File: config.mk
export PLATFORM = sky130hd
export DESIGN_NAME = dest_addr_filter
export DESIGN_NICKNAME = d
export VERILOG_FILES = /design/src/rtl/daf_pkg.sv /design/src/rtl/daf_assembler.sv /design/src/rtl/daf_hash.sv /design/src/rtl/daf_decide.sv /design/src/rtl/dest_addr_filter.sv
export SDC_FILE = /design/constraint.sdc
export NUM_CORES = 1
export LEC_CHECK = 0
export ABC_AREA = 1
export BUFFER_PORTS_ARGS = -buffer_cell sky130_fd_sc_hd__clkbuf_2
export CAP_MARGIN = 25
export CORE_ASPECT_RATIO = 1.5
export CORE_UTILIZATION = 30
export DETAILED_ROUTE_END_ITERATION = 10
export GPL_TIMING_DRIVEN = 1
export SLEW_MARGIN = 15
export SYNTH_ARGS = -nofsm -noshare
export SYNTH_HDL_FRONTEND = slang
export SYNTH_HIERARCHICAL = 1
export SYNTH_SLANG_ARGS = --single-unit
File: constraint.sdc
create_clock -name clk_i -period 6.31 [get_ports clk_i]
set_clock_uncertainty 0.1 [all_clocks]
set_input_delay 0.3155 -clock clk_i [delete_from_list [all_inputs] [get_ports clk_i]]
set_output_delay 0.3155 -clock clk_i [all_outputs]
set_load 0.01 [all_outputs]
File: src/rtl/daf_pkg.sv
package daf_pkg;
  typedef enum logic [2:0] {
    MATCH_NONE    = 3'd0,
    MATCH_STATION = 3'd1,
    MATCH_HASH    = 3'd2,
    MATCH_BCAST   = 3'd3,
    MATCH_COPYALL = 3'd4
  } match_e;
endpackage

File: src/rtl/daf_assembler.sv
module daf_assembler #(
  parameter int OCT_W   = 8,
  parameter int NUM_OCT = 6,
  localparam int ADDR_W = OCT_W * NUM_OCT,
  localparam int CNT_W  = $clog2(NUM_OCT + 1)
) (
  input  logic              clk_i,
  input  logic              rst_ni,
  input  logic [OCT_W-1:0]  oct_i,
  input  logic              oct_valid_i,
  input  logic              sof_i,
  output logic [ADDR_W-1:0] addr_o,
  output logic              full_o
);
  localparam logic [CNT_W-1:0] CNT_IDLE = CNT_W'(NUM_OCT);
  localparam logic [CNT_W-1:0] CNT_LAST = CNT_W'(NUM_OCT - 1);

  logic [CNT_W-1:0]  cnt_q;
  logic [ADDR_W-1:0] addr_q;
  logic              full_q;
  logic              take;

  assign take = oct_valid_i && !sof_i && (cnt_q != CNT_IDLE);

  always_ff @(posedge clk_i or negedge rst_ni) begin
    if (!rst_ni) begin
      cnt_q  <= CNT_IDLE;
      full_q <= 1'b0;
    end else begin
      full_q <= take && (cnt_q == CNT_LAST);
      if (oct_valid_i && sof_i) cnt_q <= CNT_W'(1);
      else if (take)            cnt_q <= cnt_q + 1'b1;
    end
  end

  // one write lane per octet position
  for (genvar g = 0; g < NUM_OCT; g++) begin : g_lane
    logic wr;
    if (g == 0) begin : g_first
      assign wr = oct_valid_i && sof_i;
    end else begin : g_rest
      assign wr = take && (cnt_q == CNT_W'(g));
    end
    always_ff @(posedge clk_i or negedge rst_ni) begin
      if (!rst_ni)  addr_q[g*OCT_W +: OCT_W] <= '0;
      else if (wr)  addr_q[g*OCT_W +: OCT_W] <= oct_i;
    end
  end

  assign addr_o = addr_q;
  assign full_o = full_q;
endmodule

File: src/rtl/daf_hash.sv
module daf_hash #(
  parameter int ADDR_W = 48,
  parameter int IDX_W  = 6,
  localparam int SLICES = (ADDR_W + IDX_W - 1) / IDX_W,
  localparam int PAD_W  = SLICES * IDX_W,
  localparam int TBL    = 1 << IDX_W,
  localparam int HALF   = TBL / 2
) (
  input  logic [ADDR_W-1:0] addr_i,
  input  logic [HALF-1:0]   tbl_lo_i,
  input  logic [HALF-1:0]   tbl_hi_i,
  output logic              hit_o
);
  logic [PAD_W-1:0] padded;
  logic [IDX_W-1:0] acc [SLICES+1];
  logic [TBL-1:0]   tbl;

  assign padded = PAD_W'(addr_i);
  assign acc[0] = '0;

  for (genvar s = 0; s < SLICES; s++) begin : g_fold
    assign acc[s+1] = acc[s] ^ padded[s*IDX_W +: IDX_W];
  end

  assign tbl   = {tbl_hi_i, tbl_lo_i};
  assign hit_o = tbl[acc[SLICES]];
endmodule

File: src/rtl/daf_decide.sv
module daf_decide
  import daf_pkg::*;
#(
  parameter int ADDR_W = 48,
  parameter int SA_LO_W = 32,
  localparam int SA_HI_W = ADDR_W - SA_LO_W
) (
  input  logic               clk_i,
  input  logic               rst_ni,
  input  logic [ADDR_W-1:0]  addr_i,
  input  logic               eval_i,
  input  logic               hash_hit_i,
  input  logic [SA_LO_W-1:0] sa_lo_i,
  input  logic [SA_HI_W-1:0] sa_hi_i,
  input  logic               copy_all_i,
  input  logic               hash_en_i,
  output logic               valid_o,
  output logic               accept_o,
  output logic [2:0]         code_o
);
  logic   station, bcast, hash_ok;
  match_e code_d, code_q;
  logic   valid_q, accept_q;

  assign station = (addr_i == {sa_hi_i, sa_lo_i});
  assign bcast   = &addr_i;
  assign hash_ok = hash_en_i && addr_i[0] && hash_hit_i;

  always_comb begin
    if (station)         code_d = MATCH_STATION;
    else if (bcast)      code_d = MATCH_BCAST;
    else if (hash_ok)    code_d = MATCH_HASH;
    else if (copy_all_i) code_d = MATCH_COPYALL;
    else                 code_d = MATCH_NONE;
  end

  always_ff @(posedge clk_i or negedge rst_ni) begin
    if (!rst_ni) begin
      valid_q  <= 1'b0;
      accept_q <= 1'b0;
      code_q   <= MATCH_NONE;
    end else begin
      valid_q  <= eval_i;
      accept_q <= eval_i && (station || bcast || hash_ok || copy_all_i);
      code_q   <= eval_i ? code_d : MATCH_NONE;
    end
  end

  assign valid_o  = valid_q;
  assign accept_o = accept_q;
  assign code_o   = code_q;
endmodule

File: src/rtl/dest_addr_filter.sv
module dest_addr_filter #(
  parameter int OCT_W   = 8,
  parameter int NUM_OCT = 6,
  parameter int IDX_W   = 6,
  parameter int SA_LO_W = 32,
  localparam int ADDR_W  = OCT_W * NUM_OCT,
  localparam int SA_HI_W = ADDR_W - SA_LO_W,
  localparam int HALF    = (1 << IDX_W) / 2
) (
  input  logic               clk_i,
  input  logic               rst_ni,
  input  logic [OCT_W-1:0]   oct_i,
  input  logic               oct_valid_i,
  input  logic               sof_i,
  input  logic               cfg_copy_all_i,
  input  logic               cfg_mc_hash_en_i,
  input  logic [SA_LO_W-1:0] sa_lo_i,
  input  logic [SA_HI_W-1:0] sa_hi_i,
  input  logic [HALF-1:0]    hash_lo_i,
  input  logic [HALF-1:0]    hash_hi_i,
  output logic               result_valid_o,
  output logic               accept_o,
  output logic [2:0]         match_o
);
  logic [ADDR_W-1:0] addr;
  logic              full;
  logic              hit;

  daf_assembler #(.OCT_W(OCT_W), .NUM_OCT(NUM_OCT)) u_asm (
    .clk_i(clk_i), .rst_ni(rst_ni), .oct_i(oct_i), .oct_valid_i(oct_valid_i),
    .sof_i(sof_i), .addr_o(addr), .full_o(full)
  );

  daf_hash #(.ADDR_W(ADDR_W), .IDX_W(IDX_W)) u_hash (
    .addr_i(addr), .tbl_lo_i(hash_lo_i), .tbl_hi_i(hash_hi_i), .hit_o(hit)
  );

  daf_decide #(.ADDR_W(ADDR_W), .SA_LO_W(SA_LO_W)) u_dec (
    .clk_i(clk_i), .rst_ni(rst_ni), .addr_i(addr), .eval_i(full),
    .hash_hit_i(hit), .sa_lo_i(sa_lo_i), .sa_hi_i(sa_hi_i),
    .copy_all_i(cfg_copy_all_i), .hash_en_i(cfg_mc_hash_en_i),
    .valid_o(result_valid_o), .accept_o(accept_o), .code_o(match_o)
  );
endmodule

After elaboration in Yosys (flattened, before gate mapping)
Index checks and enable logic that the tools add are counted.

cells by class
  add/sub/neg operators = 1
  order comparisons = 1
  equal/unequal tests = 7
  muxes and demuxes = 9
  bitwise operators = 7
  reduce and logical (&&, ||, !) cells = 17

operator list
  operator               number
  $eq A48 B48 Y1         1
  $reduce_and A48 Y1     1
  $xor A6 B6 Y6          7
  $mux W3                7
  $logic_and A1 B1 Y1    11
  $lt A6 B7 Y1 const B   1
  $bmux W1 S6            1
  $eq A3 B2 Y1 const B   2
  $eq A3 B3 Y1 const B   2
  $add A3 B1 Y3 const B  1
  $eq A3 B1 Y1 const B   1
  $logic_or A1 B1 Y1     3
  $ne A3 B3 Y1 const B   1
  $reduce_bool A2 Y1     1
  $logic_not A1 Y1       1
  $mux W1                1

word-level totals
  bits in registers = 57
  input bits = 126
  logic and storage cells = 53

Longest topological paths before layout
  word-level depth = 14
  depth in mapped cells = 22

Modules after synthesis
The synthesis kept the hierarchy.

modules (own cells, without submodules)
  module         instances  cells each  area each (µm²)
  daf_assembler  1          228         2237.1
  daf_hash       1          274         1445.1
  daf_decide     1          188         1031.0

Worst setup path before layout
OpenSTA, ideal clock, no wires.

  kind = flip-flop to flip-flop
  from = reg u_asm.addr_q[12] (netlist: u_asm/addr_o[12])
  to = reg u_dec.code_q[2] (netlist: u_dec/code_o[2])
  setup time = 0.115 ns
  arrival time = 1.849 ns
  path slack = 4.246 ns
  stages on the path, launching flop included = 22
  period minus slack after synthesis = 2.064 ns
  cells stage by stage = dfrtp_1 > inv_2 > nand2_1 > nand3_2 > nand2_1 > nand2_2 > nand2_2 > nand2_4 > nand2_4 > buf_6 > nand2_1 > nand3_1 > nand3_1 > nand3_1 > nand3_1 > nand3_1 > nand2_1 > nand3_1 > nand2_1 > inv_1 > nand2_1 > nor2_1

on the way
  cells in the longest elaborated chain, start to end = 13
  elaborated cells on any way between the ends = 15
  classes of those cells = eq/ne: 1; mux: 6; bitwise: 6; reduce/logical: 2

ends and longest elaborated chain
  what                             RTL line                source
  start, declared                  daf_assembler.sv:19     logic [ADDR_W-1:0] addr_q;
  start signal, assigned by index  daf_assembler.sv:46     else if (wr) addr_q[g*OCT_W +: OCT_W] <= oct_i;
  $xor A6 B6 Y6 (6 in series)      daf_hash.sv:22          assign acc[s+1] = acc[s] ^ padded[s*IDX_W +: IDX_W];
  $bmux W1 S6                      daf_hash.sv:26          assign hit_o = tbl[acc[SLICES]];
  $mux W1 (implied by the code)    daf_hash.sv:26
  net hit                          dest_addr_filter.sv:27  logic hit;
  $logic_and A1 B1 Y1              daf_decide.sv:27        assign hash_ok = hash_en_i && addr_i[0] && hash_hit_i;
  $mux W3                          daf_decide.sv:32        else if (hash_ok) code_d = MATCH_HASH;
  $mux W3                          daf_decide.sv:31        else if (bcast) code_d = MATCH_BCAST;
  $mux W3                          daf_decide.sv:30        if (station) code_d = MATCH_STATION;
  $mux W3                          daf_decide.sv:45        code_q <= eval_i ? code_d : MATCH_NONE;
  end signal, assigned             daf_decide.sv:45
  end, declared                    daf_decide.sv:22        match_e code_d, code_q;

The timed path passes the listed nets, and every way through them passes these cells. The select of a mux whose other input is x is not followed.
A chain may end at the register's enable or synchronous reset.

Final worst setup path
  from = reg u_asm.addr_q[0] (netlist: u_asm/addr_o[0])
  to = reg u_dec.code_q[2] (netlist: u_dec/code_o[2])

on the way
  cells in the longest elaborated chain, start to end = 14
  elaborated cells on any way between the ends = 17
  classes of those cells = eq/ne: 1; mux: 6; bitwise: 7; reduce/logical: 3

ends and longest elaborated chain
  what                           RTL line
  $xor A6 B6 Y6 (7 in series)    daf_hash.sv:22
  $bmux W1 S6                    daf_hash.sv:26
  $mux W1 (implied by the code)  daf_hash.sv:26
  net hit                        dest_addr_filter.sv:27
  $logic_and A1 B1 Y1            daf_decide.sv:27
  $mux W3                        daf_decide.sv:32
  $mux W3                        daf_decide.sv:31
  $mux W3                        daf_decide.sv:30
  $mux W3                        daf_decide.sv:45

The timed path passes the listed nets, and every way through them passes these cells. The select of a mux whose other input is x is not followed.

==> flow_summary.yaml <==
run_status:
  status: "finished clean"
placed_design:
  hpwl_microns: 11300
  placed_cells: 1001
  portBuffers: 130
  routabilityCongestion: 0.859
  place_area_sq_um: 5450
final_layout:
  antenna_cells: 0
  seq_area_sq_um: 1430
  fillers: 1618
  utilization: 0.377
  drive_above_1_share: 0.218
  syn_to_final_growth_pct: 21.7
  instances_no_fill: 1017
  fin_area_sq_um: 5740
  nets: 944
  multi_input_area_sq_um: 2740
route:
  drt_iter0_drc: 292
  vias: 4665
  firstDrtPassIters: 5
  wl_per_cell_microns: 14.1
  routed_wl_microns: 14300
  viasPerCell: 4.59
  ant_nets: 0
  drc_errors: 0
grt:
  antenna_found_initial: 0
  grt_pass1_wl_microns: 22600
  grt_pass1_vias: 4342
  grt_overflow: 0
  grtUsageTotal: 0.180
  grt_max_degree: 58
yosys:
  synth_edf_count: 0
  ys_top_cells_by_area: "dfrtp_1 (29%), nand2_1 (19%), xnor2_1 (10%)"
  yosys.area.top_type_share: 0.292
  yosysWarnings: 6
  synth_cells: 690
  yosys_most_used_dff: "dfrtp_1"
  async_flop_share: 1.00
  syn_nets: 821
  ys_seq_elements: 57
  synth_cell_types: 28
  syn_area_sq_um: 4710
  yosysTopAreaCell: "dfrtp_1"
  syn_avg_cell_area_sq_um: 6.83
  seq_area_frac_synth: 0.303
power:
  power_density_nw_per_um2: 550
  peakVddDrop_mv: 0.231
  p_leak_uw: 0.00303
critical_path:
  crit_path_start_kind: "register"
  reg2reg_depth: 21
  critPathKind: "reg -> reg"
  required_ns: 6.42
  crit_fanout: 33
  arrival_ns: 2.79
  endpoint_kind: "register"
timing:
  fin_crit_sh: 0.425
  relSlewSlack: 0.491
  rsz0062_at_grt: "no"
  setup_viol: 0
  hold_viol_final: 0
  fin_crit_ns: 2.68
  setup_tns_ns: 0
  tightest_slew_ns: 0.763
  fmax_mhz: 373
  maxSlewViolCount: 0
die:
  start_util: 0.310
  die_h_microns: 156
  die_area_sq_um: 16200
  die_w_microns: 104
  row_count: 55
  core_area_sq_um: 15200
  ios: 131
clocking:
  cts.clk_slew.worst_paths_ns: 0.05
  htreeDepth: 3
  clockBufferDepth: 2
  cts_resized: 0
  clk_latency_ns: 0.32
  cts_setup_buffers: 0
  cts_root_buf: "clkbuf_16"
  cts_tree: "yes"
  cts-buffers-inserted: 9
  cts.sinks: 57
  ctsHoldBuffers: 0
job:
  drv_cap: 0
worst_hold_path:
  min_path_type: "in -> async"
## cells in the mapped netlist, types with 3 or more instances
master	number
buf_2	7
buf_6	10
dfrtp_1	55
ha_1	5
inv_1	89
inv_2	8
nand2_1	240
nand2_2	9
nand3_1	71
nand3_2	5
nand3_4	3
nand3b_1	28
nand4_1	24
nor2_1	32
nor2_2	3
o21ai_1	23
xnor2_1	55
xor2_1	10
## power by group
group | total (uW) | switching [uW] | internal [uW]
Clock | 476 | 162 | 315
Combinational | 1960 | 1210 | 751
Sequential | 719 | 221 | 498
## path summary, 6_finish.rpt
| kind | startpoint | endpoint | slack [ns] |
|---|---|---|---|
| setup / recovery | u_asm/addr_o[0] | u_dec/code_o[2] | 3.63 |
| hold reg to reg | u_asm/full_o | u_dec/valid_o | 0.30 |
| min in group clk_i | cfg_copy_all_i | u_dec/code_o[2] | 0.12 |
| hold / removal | rst_ni | u_asm/addr_o[7] | 0.04 |
| max in group asynchronous | rst_ni | u_dec/accept_o | 5.56 |
| setup reg to reg | u_asm/addr_o[0] | u_dec/code_o[2] | 3.63 |
## placed cells by master (no fill, tap or decap), drive strengths merged, types with 24 or more instances in the layout
cell    instances
nand2         251
clkbuf        143
inv            97
nand3          79
dfrtp          55
xnor2          55
nor2           36
nand3b         28
nand4          24
o21ai          24
## registers in the layout, summed over array words and instances, names as in the netlist
register        count
u_asm/cnt_q         3
u_asm/full_o        1
u_asm/addr_o       48
u_dec/code_o        3
u_dec/valid_o       1
u_dec/accept_o      1
## metrics by stage
stage               power, uW  hold WS, ns  setup slack [ns]
floorplan                2290      -0.0801              4.25
detailed placement       2670        0.296              3.63
finish                   3150       0.0374              3.63
global route             3460        0.115              3.30
CTS                      3160       0.0803              3.62
global placement         2660        0.294              3.65
## logic make-up after synthesis
kind of cell	Yosys count	share of synthesized area
AOI/OAI and AO/OA	26	0.0276
buffers and inverters	117	0.115
adders and majority gates	5	0.0133
and+or+nand+nor	419	0.417
DFF	57	0.303
xor gates and xnor gates	66	0.124
## worst max-delay path, stage by stage (launching register included)
cell and delay [ns]:
dfrtp_1 0.47, inv_2 0.04, nand2_1 0.07, nand2_1 0.05, nand2_1 0.05, nand2_1 0.10, inv_2 0.08, nand3_4 0.26
nand2_4 0.38, inv_2 0.12, nand2_1 0.08, nand3_1 0.07, nand3_1 0.08, nand3_1 0.07, nand3_1 0.09, nand3_1 0.07
nand2_1 0.06, nand3_1 0.07, nand2_1 0.10, inv_1 0.05, nand2_1 0.05, nor2_1 0.04
## layer usage
layer / part of all wire / track usage / vias to the layer above
met3: 0.053 / 0.0226 / 22
met1: 0.41 / 0.211 / 2073
met4: 0.030 / 0.0803 / 0
met2: 0.50 / 0.325 / 163
li1: - / - / 2407
met5: 0 / 0 / -
## area by class of cell
cell class              count  share of cell area
multi-input cells         516               0.478
flip-flops and latches     57               0.249
repair buffers            131               0.115
inverters                  98              0.0641
clock buffers              13              0.0436
well taps                 199              0.0434
clock inverters             3             0.00698
Note: power is estimated with default switching activity, not from simulation.
